--- config.mk ---
export PLATFORM = sky130hd
export DESIGN_NAME = intc_cascade
export DESIGN_NICKNAME = d
export VERILOG_FILES = /design/src/rtl/intc_pkg.sv /design/src/rtl/intc_req_capture.sv /design/src/rtl/intc_host_if.sv /design/src/rtl/intc_ack_seq.sv /design/src/rtl/intc_cascade.sv
export SDC_FILE = /design/constraint.sdc
export NUM_CORES = 1
export LEC_CHECK = 0
export BUFFER_PORTS_ARGS = -buffer_cell sky130_fd_sc_hd__buf_2
export CAP_MARGIN = 20
export CELL_PAD_IN_SITES_DETAIL_PLACEMENT = 0
export CELL_PAD_IN_SITES_GLOBAL_PLACEMENT = 1
export CORE_MARGIN = 10
export CORE_UTILIZATION = 45
export CTS_CLUSTER_SIZE = 8
export DETAILED_ROUTE_END_ITERATION = 6
export PLACE_DENSITY = 0.82
export SLEW_MARGIN = 20
export SYNTH_ARGS = -nofsm -noshare
export SYNTH_HDL_FRONTEND = slang
export SYNTH_HIERARCHICAL = 1
export SYNTH_SLANG_ARGS = --single-unit
--- constraint.sdc ---
create_clock -name clk -period 3.1 [get_ports clk]
set_input_delay 0 -clock clk [delete_from_list [all_inputs] [get_ports clk]]
set_output_delay 0 -clock clk [all_outputs]
set_load 0.02 [all_outputs]
--- src/rtl/intc_pkg.sv ---
`timescale 1ns/1ps
package intc_pkg;

    localparam int IRQ_N  = 8;
    localparam int IDX_W  = $clog2(IRQ_N);
    localparam int DATA_W = 8;
    localparam int BASE_W = DATA_W - IDX_W;

    // command byte fields (a0 = 0)
    localparam int CMD_TOP      = DATA_W - 1;
    localparam int BIT_BUF_ON   = 6;
    localparam int BIT_BUF_MSTR = 5;
    localparam int BIT_RD_ISR   = 3;

    typedef enum logic [1:0] {
        TGT_MASK     = 2'd0,
        TGT_TRIG     = 2'd1,
        TGT_CASC     = 2'd2,
        TGT_MASK_ALT = 2'd3
    } wr_target_e;

    typedef enum logic [1:0] {
        ACK_IDLE   = 2'd0,
        ACK_ARMED  = 2'd1,
        ACK_VECTOR = 2'd2
    } ack_state_e;

    typedef struct packed {
        logic [BASE_W-1:0] base;
        logic              buf_on;
        logic              buf_master;
        logic              rd_isr;
        wr_target_e        tgt;
    } host_cfg_t;

    // isolate the lowest set bit
    function automatic logic [IRQ_N-1:0] lowest_bit(input logic [IRQ_N-1:0] v);
        return v & (~v + IRQ_N'(1));
    endfunction

    // index of lowest set bit; last index when empty
    function automatic logic [IDX_W-1:0] first_index(input logic [IRQ_N-1:0] v);
        logic [IDX_W-1:0] r;
        r = IDX_W'(IRQ_N - 1);
        for (int i = IRQ_N - 1; i >= 0; i--) begin
            if (v[i]) r = IDX_W'(i);
        end
        return r;
    endfunction

    // lines strictly more urgent than every in-service line
    function automatic logic [IRQ_N-1:0] above_service(input logic [IRQ_N-1:0] isr);
        logic [IRQ_N-1:0] r;
        logic             blk;
        blk = 1'b0;
        for (int i = 0; i < IRQ_N; i++) begin
            blk  = blk | isr[i];
            r[i] = ~blk;
        end
        return r;
    endfunction

endpackage

--- src/rtl/intc_req_capture.sv ---
`timescale 1ns/1ps
module intc_req_capture #(
    parameter int N_IRQ       = 8,
    parameter int SYNC_STAGES = 2
) (
    input  logic             clk,
    input  logic             rst,
    input  logic [N_IRQ-1:0] irq_in,
    input  logic [N_IRQ-1:0] level_mode,
    input  logic [N_IRQ-1:0] ack_clr,
    output logic [N_IRQ-1:0] irr
);

    logic [SYNC_STAGES-1:0][N_IRQ-1:0] chain;
    logic [N_IRQ-1:0]                  synced;
    logic [N_IRQ-1:0]                  prev;

    always_ff @(posedge clk) begin
        if (rst) begin
            chain <= '0;
            prev  <= '0;
        end else begin
            chain[0] <= irq_in;
            for (int s = 1; s < SYNC_STAGES; s++) begin
                chain[s] <= chain[s-1];
            end
            prev <= synced;
        end
    end

    assign synced = chain[SYNC_STAGES-1];

    for (genvar b = 0; b < N_IRQ; b++) begin : g_line
        logic req_q;
        always_ff @(posedge clk) begin
            if (rst) begin
                req_q <= 1'b0;
            end else if (level_mode[b]) begin
                req_q <= synced[b];
            end else begin
                // armed by a rising edge, withdrawn by a low line or an acknowledge
                req_q <= synced[b] & (req_q | ~prev[b]) & ~ack_clr[b];
            end
        end
        assign irr[b] = req_q;
    end

endmodule

--- src/rtl/intc_host_if.sv ---
`timescale 1ns/1ps
module intc_host_if
    import intc_pkg::*;
(
    input  logic              clk,
    input  logic              rst,
    input  logic              cs_n,
    input  logic              wr_n,
    input  logic              rd_n,
    input  logic              a0,
    input  logic [DATA_W-1:0] din,
    input  logic [IRQ_N-1:0]  irr,
    input  logic [IRQ_N-1:0]  isr,
    output logic [IRQ_N-1:0]  mask,
    output logic [IRQ_N-1:0]  trig_level,
    output logic [IRQ_N-1:0]  casc,
    output host_cfg_t         cfg,
    output logic              eoi,
    output logic              rd_act,
    output logic [DATA_W-1:0] rd_data
);

    logic wr_q;
    logic wr_go;
    logic is_base;
    logic is_eoi;
    logic is_sel;

    assign wr_go   = ~cs_n & ~wr_n & wr_q;
    assign is_base = ~a0 & ~din[CMD_TOP];
    assign is_eoi  = ~a0 & (din[CMD_TOP -: 3] == 3'b100);
    assign is_sel  = ~a0 & (din[CMD_TOP -: 3] == 3'b101);

    always_ff @(posedge clk) begin
        if (rst) begin
            wr_q       <= 1'b1;
            mask       <= '0;
            trig_level <= '0;
            casc       <= '0;
            cfg        <= '{base: '0, buf_on: 1'b0, buf_master: 1'b0,
                            rd_isr: 1'b0, tgt: TGT_MASK};
        end else begin
            wr_q <= wr_n;
            if (wr_go) begin
                if (a0) begin
                    case (cfg.tgt)
                        TGT_TRIG: trig_level <= din;
                        TGT_CASC: casc       <= din;
                        default:  mask       <= din;
                    endcase
                end else if (is_base) begin
                    cfg.base       <= din[BASE_W-1:0];
                    cfg.buf_on     <= din[BIT_BUF_ON];
                    cfg.buf_master <= din[BIT_BUF_MSTR];
                end else if (is_sel) begin
                    cfg.rd_isr <= din[BIT_RD_ISR];
                    cfg.tgt    <= wr_target_e'(din[1:0]);
                end
            end
        end
    end

    assign eoi     = wr_go & is_eoi;
    assign rd_act  = ~cs_n & ~rd_n;
    assign rd_data = a0 ? mask : (cfg.rd_isr ? isr : irr);

endmodule

--- src/rtl/intc_ack_seq.sv ---
`timescale 1ns/1ps
module intc_ack_seq
    import intc_pkg::*;
(
    input  logic              clk,
    input  logic              rst,
    input  logic              inta_n,
    input  logic [IRQ_N-1:0]  pending,
    input  logic              is_master,
    input  logic [IRQ_N-1:0]  casc,
    input  logic [BASE_W-1:0] base,
    input  logic [IDX_W-1:0]  cas_in,
    input  logic              eoi,
    output logic [IRQ_N-1:0]  isr,
    output logic [IRQ_N-1:0]  ack_clr,
    output logic [IDX_W-1:0]  cas_out,
    output logic              vec_drive,
    output logic [DATA_W-1:0] vec
);

    ack_state_e       st;
    logic             inta_q;
    logic [IDX_W-1:0] sel_idx;
    logic             fall;
    logic             rise;
    logic             commit;
    logic [IRQ_N-1:0] eoi_clr;
    logic             selected;

    assign fall    = inta_q & ~inta_n;
    assign rise    = ~inta_q & inta_n;
    assign commit  = (st == ACK_IDLE) & fall;
    assign ack_clr = commit ? lowest_bit(pending) : '0;
    assign eoi_clr = eoi ? lowest_bit(isr) : '0;

    always_ff @(posedge clk) begin
        if (rst) begin
            st      <= ACK_IDLE;
            inta_q  <= 1'b1;
            isr     <= '0;
            sel_idx <= '0;
        end else begin
            inta_q <= inta_n;
            isr    <= (isr & ~eoi_clr) | ack_clr;
            case (st)
                ACK_IDLE: if (fall) begin
                    st      <= ACK_ARMED;
                    sel_idx <= first_index(pending);
                end
                ACK_ARMED:  if (fall) st <= ACK_VECTOR;
                ACK_VECTOR: if (rise) st <= ACK_IDLE;
                default:    st <= ACK_IDLE;
            endcase
        end
    end

    assign selected  = is_master ? ~casc[sel_idx] : (cas_in == casc[IDX_W-1:0]);
    assign vec_drive = (st == ACK_VECTOR) & ~inta_n & selected;
    assign vec       = {base, sel_idx};
    assign cas_out   = (is_master && st != ACK_IDLE) ? sel_idx : '0;

endmodule

--- src/rtl/intc_cascade.sv ---
`timescale 1ns/1ps
module intc_cascade
    import intc_pkg::*;
#(
    parameter int SYNC_STAGES = 2
) (
    input  logic              clk,
    input  logic              rst,
    input  logic              cs_n,
    input  logic              wr_n,
    input  logic              rd_n,
    input  logic              a0,
    input  logic [DATA_W-1:0] din,
    output logic [DATA_W-1:0] dout,
    output logic              dout_oe,
    input  logic              inta_n,
    input  logic [IRQ_N-1:0]  irq_in,
    output logic              irq_out,
    input  logic [IDX_W-1:0]  cas_in,
    output logic [IDX_W-1:0]  cas_out,
    output logic              cas_oe,
    input  logic              ms_sel_in,
    output logic              xcvr_en
);

    logic [IRQ_N-1:0]  irr;
    logic [IRQ_N-1:0]  isr;
    logic [IRQ_N-1:0]  mask;
    logic [IRQ_N-1:0]  trig_level;
    logic [IRQ_N-1:0]  casc;
    logic [IRQ_N-1:0]  ack_clr;
    logic [IRQ_N-1:0]  pending;
    host_cfg_t         cfg;
    logic              eoi;
    logic              rd_act;
    logic [DATA_W-1:0] rd_data;
    logic              is_master;
    logic              vec_drive;
    logic [DATA_W-1:0] vec;

    intc_req_capture #(
        .N_IRQ       (IRQ_N),
        .SYNC_STAGES (SYNC_STAGES)
    ) u_cap (
        .clk        (clk),
        .rst        (rst),
        .irq_in     (irq_in),
        .level_mode (trig_level),
        .ack_clr    (ack_clr),
        .irr        (irr)
    );

    intc_host_if u_host (
        .clk        (clk),
        .rst        (rst),
        .cs_n       (cs_n),
        .wr_n       (wr_n),
        .rd_n       (rd_n),
        .a0         (a0),
        .din        (din),
        .irr        (irr),
        .isr        (isr),
        .mask       (mask),
        .trig_level (trig_level),
        .casc       (casc),
        .cfg        (cfg),
        .eoi        (eoi),
        .rd_act     (rd_act),
        .rd_data    (rd_data)
    );

    assign is_master = cfg.buf_on ? cfg.buf_master : ms_sel_in;
    assign pending   = irr & ~mask & above_service(isr);

    intc_ack_seq u_ack (
        .clk       (clk),
        .rst       (rst),
        .inta_n    (inta_n),
        .pending   (pending),
        .is_master (is_master),
        .casc      (casc),
        .base      (cfg.base),
        .cas_in    (cas_in),
        .eoi       (eoi),
        .isr       (isr),
        .ack_clr   (ack_clr),
        .cas_out   (cas_out),
        .vec_drive (vec_drive),
        .vec       (vec)
    );

    assign irq_out = |pending;
    assign dout_oe = vec_drive | rd_act;
    assign dout    = vec_drive ? vec : (rd_act ? rd_data : '0);
    assign cas_oe  = is_master;
    assign xcvr_en = cfg.buf_on & dout_oe;

endmodule

## Word level (Yosys, flattened, before mapping)

Cells that the tools add are included.

| storage, ports and cells | value |
|---|---|
| register bits | 81 |
| input port bits | 27 |

| cells by class | value |
|---|---|
| $add $sub $neg | 2 |
| order comparisons | 1 |
| eq/ne operators | 10 |
| multiplexer cells | 30 |
| bitwise logic cells | 89 |
| reduce and logical (&&, ||, !) cells | 12 |

Operator list:

| kind | number |
|---|---|
| 8-bit 2-to-1 mux | 6 |
| 8-bit bitwise AND | 5 |
| 1-bit NOT | 34 |
| 8-bit NOT | 4 |
| 1-bit bitwise AND | 29 |
| 8-bit by 1-bit adder with 8-bit output, second input constant | 2 |
| 1-bit OR | 16 |
| 3-bit 2-to-1 mux | 5 |
| 3-bit AND reduction | 5 |
| 1-bit 2-to-1 mux | 12 |
| 2-bit 2-to-1 mux | 5 |
| 8-bit OR | 1 |
| 8-bit OR reduction | 1 |
| 3-bit == test, second input constant | 2 |
| 2-bit by 1-bit != test with 1-bit output, second input constant | 3 |
| 2-bit one-hot mux with 3 select lines | 1 |
| 2-bit by 1-bit == test with 1-bit output, second input constant | 2 |
| 2-bit == test, second input constant | 2 |
| 3-bit by 4-bit < comparator with 1-bit output, second input constant | 1 |
| 4-bit AND reduction | 1 |
| 1-bit binary-select mux with 3-bit select | 1 |
| 3-bit == test | 1 |
| 2-bit logical NOT | 1 |
| 2-bit AND reduction | 1 |
| other kinds (3) | 3 |

## Depth between registers and ports, before layout

| logic depth | value |
|---|---|
| depth in word-level cells | 16 |
| mapped depth | 9 |
| mapped depth without buffers | 8 |

## Cells and area by module

The synthesis kept the hierarchy.

Modules (own cells, without submodules):

| module | instances | cells an instance | area an instance (µm²) | seq. area each (µm²) |
|---|---|---|---|---|
| intc_host_if | 1 | 161 | 1,642.8 | 700.7 |
| intc_req_capture | 1 | 90 | 1,061.0 | 640.6 |
| intc_ack_seq | 1 | 92 | 809.5 | 280.3 |
| intc_cascade | 1 | 40 | 264.0 | 0.0 |

## Least setup slack after synthesis

No wires, ideal clock.

| timing path | value |
|---|---|
| kind | flip-flop to output port |
| start point | register u_ack.sel_idx[0] |
| end point | output port dout[5] |
| arrival time | 2.302 ns |
| data required time | 3.100 ns |
| path slack | 0.798 ns |
| stages on the path, launching flop included | 7 |
| path buffers | 1 |
| path through | dfxtp_1 mux4_2 mux2_2 a2111oi_0 clkbuf_1 nand2_1 o21ai_0 |

| on the way | value |
|---|---|
| longest elaborated chain between the ends | 6 |

RTL lines:

| item | RTL line | source |
|---|---|---|
| from (decl) | intc_ack_seq.sv:23 | `logic [IDX_W-1:0] sel_idx;` |
| from (signal assigned) | intc_ack_seq.sv:48 | `sel_idx <= first_index(pending);` |
| 1-bit binary-select mux with 3-bit select | intc_ack_seq.sv:57 | `assign selected = is_master ? ~casc[sel_idx] : (cas_in == casc[IDX_W-1:0]);` |
| 1-bit 2-to-1 mux (not written as such) | intc_ack_seq.sv:57 |  |
| 1-bit NOT | intc_ack_seq.sv:57 |  |
| 1-bit 2-to-1 mux | intc_ack_seq.sv:57 |  |
| 1-bit bitwise AND | intc_ack_seq.sv:58 | `assign vec_drive = (st == ACK_VECTOR) & ~inta_n & selected;` |
| named net vec_drive | intc_cascade.sv:38 | `logic vec_drive;` |
| 8-bit 2-to-1 mux | intc_cascade.sv:94 | `assign dout = vec_drive ? vec : (rd_act ? rd_data : '0);` |
| to (decl) | intc_cascade.sv:14 | `output logic [DATA_W-1:0] dout,` |

The timed path passes the listed nets, and every way through them passes these cells. The select of a mux whose other input is x is not followed.

## Final worst setup path

| timing path | value |
|---|---|
| start point | register u_ack.sel_idx[0] |
| end point | output port dout[7] |

The elaborated chain is that of the path after synthesis.

==> key figures <==
Floorplanning
  • Initial Util: 46.20%
  • # IOs: 42
  • Die W: between 100 and 150 um
  • Die area: ~12,000 um2
  • Die Y: 111.6 um
  • Core ar.: 8175 um2
  • Row Count: 33

Synthesis
  • Main flop type after synthesis: dfxtp_1
  • Cell variety after synth: 53
  • Syn Std Cell Area: 3777 um2
  • Syn_area_per_cell: 9.863 um2
  • Mapped Cells: 383
  • Yosys warns: 6
  • Number of synthesized register bits: 81
  • Synthesized net count: 412
  • Post-synth ARST share: 0%
  • Post-synth EDFFs: 0
  • Sequential cell area fraction in the yosys report: between 40% and 50%

STA
  • Worst slew margin relative to its limit: between 60% and 70%
  • RSZ-0062 raised after global routing: false
  • Actual slew at the worst max-slew pin: 0.5665 ns
  • Hold slack: 0.03348 ns
  • Post-Route Setup TNS: 0 ns
  • Final hold vios: 0
  • Pins Over Slew Limit: 0
  • Tcrit/Tclk final: between 80% and 90%
  • Tmin final: 2.755 ns
  • FMAX: between 300 and 400 MHz
  • Post-Route Skew: 0.007110 ns
  • Final setup fails: 0

Cells and area
  • Final #Nets: 450
  • Final Util: 52.92%
  • Layout area overhead: 14.54%
  • Fin cells: 531
  • Most frequent cells in the layout: 81 x dfxtp_1, 51 x nand2b_1, 42 x mux2i_1, 41 x buf_2, 25 x nor2b_1
  • Ratio of cells with drive above 1 in the final layout: 18.78%
  • Commonest non-fill, non-tap cell in the layout: dfxtp_1
  • # diodes: 0

Clocking
  • TritonCTS clock tree: yes
  • Post-cts sizing count: 0
  • Clk_lat worst skew: approximately 0.36 ns
  • H-tree Lvls: 3
  • Total CTS buffers: 9
  • CTS max path bufs: 2
  • Clock root buffer: clkbuf_8
  • CTS clk-pin slew, worst paths: about 0.09 ns
  • # Post-CTS Setup Buffers: 0
  • Clock Sinks: 81

Worst hold path
  • Worst Hold Class: input pin to flop

Power
  • Leak: roughly 0.0018 uW
  • PD cells: 523.4 nW/um2
  • Worst VDD drop: 0.0003781 V

Global route
  • Global-route wire length before repair: roughly 14,000 um
  • Largest net degree at the start of global routing: 49
  • GRT overflow: 0
  • Vias in the first global route: 2,709
  • Total GRT Usage: between 10% and 20%
  • Initial antenna violation count: 0

Route
  • DR iter-0 viols: 179
  • Drt pass-1 iters: 4
  • Vias: 2,709
  • WL final: 8415 um
  • Remaining antenna violation count: 0
  • Detailed-route DRC error count: 0
  • Vias per cell: 5.102
  • Routed wire length per instance: 15.85 um

Setup path
  • CP endpoint kind: output pin
  • WP data required: 3.10 ns
  • Worst EP arrival: 2.75 ns
  • Peak fanout along the critical path: 12
  • Path type of the worst setup path: flop to output pin
  • Startpoint types: flop

Placement
  • Port bufs: between 40 and 50
  • Final RePlAce weighted congestion: 0.9387
  • Placed Cells: 505
  • Dpl hpwl: around 6100 um

Job
  • Max-cap viol count: 0

Outcome
  • Status: finished clean
==> layout make-up <==
type                       count  area (um2)
clock buffer                   9       123.9
clock inverter                 7       132.6
fill                         773        3849
inverter                      19       71.32
multi-input combinational    255        1898
sequential                    81        1622
tap                          105       131.4
timing repair buffer          55       347.8
==> routing by layer <==
metal	GRT usage, %	part of all wire [%]
met4	5.741	2.4
met1	17.08	48
met3	3.435	5.5
met5	0	0
met2	21.17	44
==> stage by stage <==
stage,area (um2),power (uW),worst slack (ns)
after floorplan,3777,1238,0.7981
after global placement,3970,1289,0.6320
after detailed placement,3970,1293,0.6120
after CTS,4327,2283,0.3219
after global routing,4327,2351,0.1794
final,4327,2264,0.3450
==> kinds of logic (layout without fill, tap and decap cells) <==
| group | count (synthesis) | after routing | share of synthesized area (%) |
|---|---|---|---|
| compound gates | 50 | 50 | 9.342 |
| flops | 81 | 81 | 42.93 |
| xor+xnor | 4 | 4 | 0.9274 |
| fa+ha+maj | 2 | 2 | 0.6624 |
| simple gates | 153 | 153 | 26.37 |
| mux | 46 | 46 | 12.92 |
| buf+inv | 47 | 90 | 6.857 |
==> flip-flops by register name, summed over array words and instances (netlist names) <==
register / flops
u_host/cfg: 10
u_ack/isr: 8
u_cap/chain: 8
u_cap/g_line.req_q: 8
u_cap/prev: 8
u_cap/synced: 8
u_host/casc: 8
u_host/mask: 8
u_host/trig_level: 8
u_ack/sel_idx: 3
u_ack/st: 2
u_ack/inta_q: 1
u_host/wr_q: 1
==> power breakdown <==
| part | total (uW) | leakage (uW) | switching (uW) | internal, uW |
|---|---|---|---|---|
| Combinational | 185 | 0.00105 | 94.7 | 89.9 |
| Sequential | 1090 | 0.000659 | 23.5 | 1070 |
| Clock | 987 | 0.000130 | 432 | 555 |
| Total | 2260 | 0.00184 | 550 | 1710 |
==> path summary, 6_finish.rpt <==
| kind | start | end | slack, ns | cells after the start |
|---|---|---|---|---|
| worst max-delay path | u_ack/sel_idx[0] | dout[7] | 0.35 | 7 |
| worst max register to register | u_host/wr_q | u_ack/isr[7] | 0.63 | 6 |
| worst min-delay path | din[7] | u_host/trig_level[7] | 0.03 | 3 |
| worst min register to register | u_cap/chain[3] | u_cap/synced[3] | 0.44 | 1 |
==> synth_stat cells, types with 2 or more instances <==
library cell  count  area share, %
inv_1            19            1.9
or2_2             3           0.50
and2b_1           4           0.79
nor4b_4           2            1.3
nand2b_1         51            8.4
nor3_1            3           0.40
a22o_1            6            1.4
xnor2_1           4           0.93
nor2b_1          25            4.1
a21oi_1           9            1.2
o311a_1           8            2.1
mux4_2            2            1.2
and2b_2           2           0.46
nand3_1           2           0.26
and2_1            6           0.99
mux2_2            2           0.60
ha_1              2           0.66
nor2b_4           4            1.5
clkbuf_1          7           0.70
dfxtp_1          81             43
buf_6             3           0.89
nand3b_1          2           0.40
nor3b_1           3           0.60
nor2_1           11            1.1
nand2_1          21            2.1
buf_4            15            3.0
o21ai_0          14            1.9
nor4b_1           2           0.46
mux2i_1          42             11
or4_4             2           0.60
or4b_1            2           0.53
buf_2             3           0.40
==> repair_timing <==
item                                    CTS  global route
hold buffers                             10             0
hold endpoints to repair                 10             0
endpoints found under the setup margin    0             0
==> critical path: stages (launching register included) <==
cell and delay [ns]:
dfxtp_1 0.47, mux4_2 0.54, mux2_2 0.28, a2111oi_1 0.38, buf_4 0.24, nor2b_1 0.11
a22o_1 0.21, buf_2 0.16
Note: power is estimated with default switching activity, not from simulation.
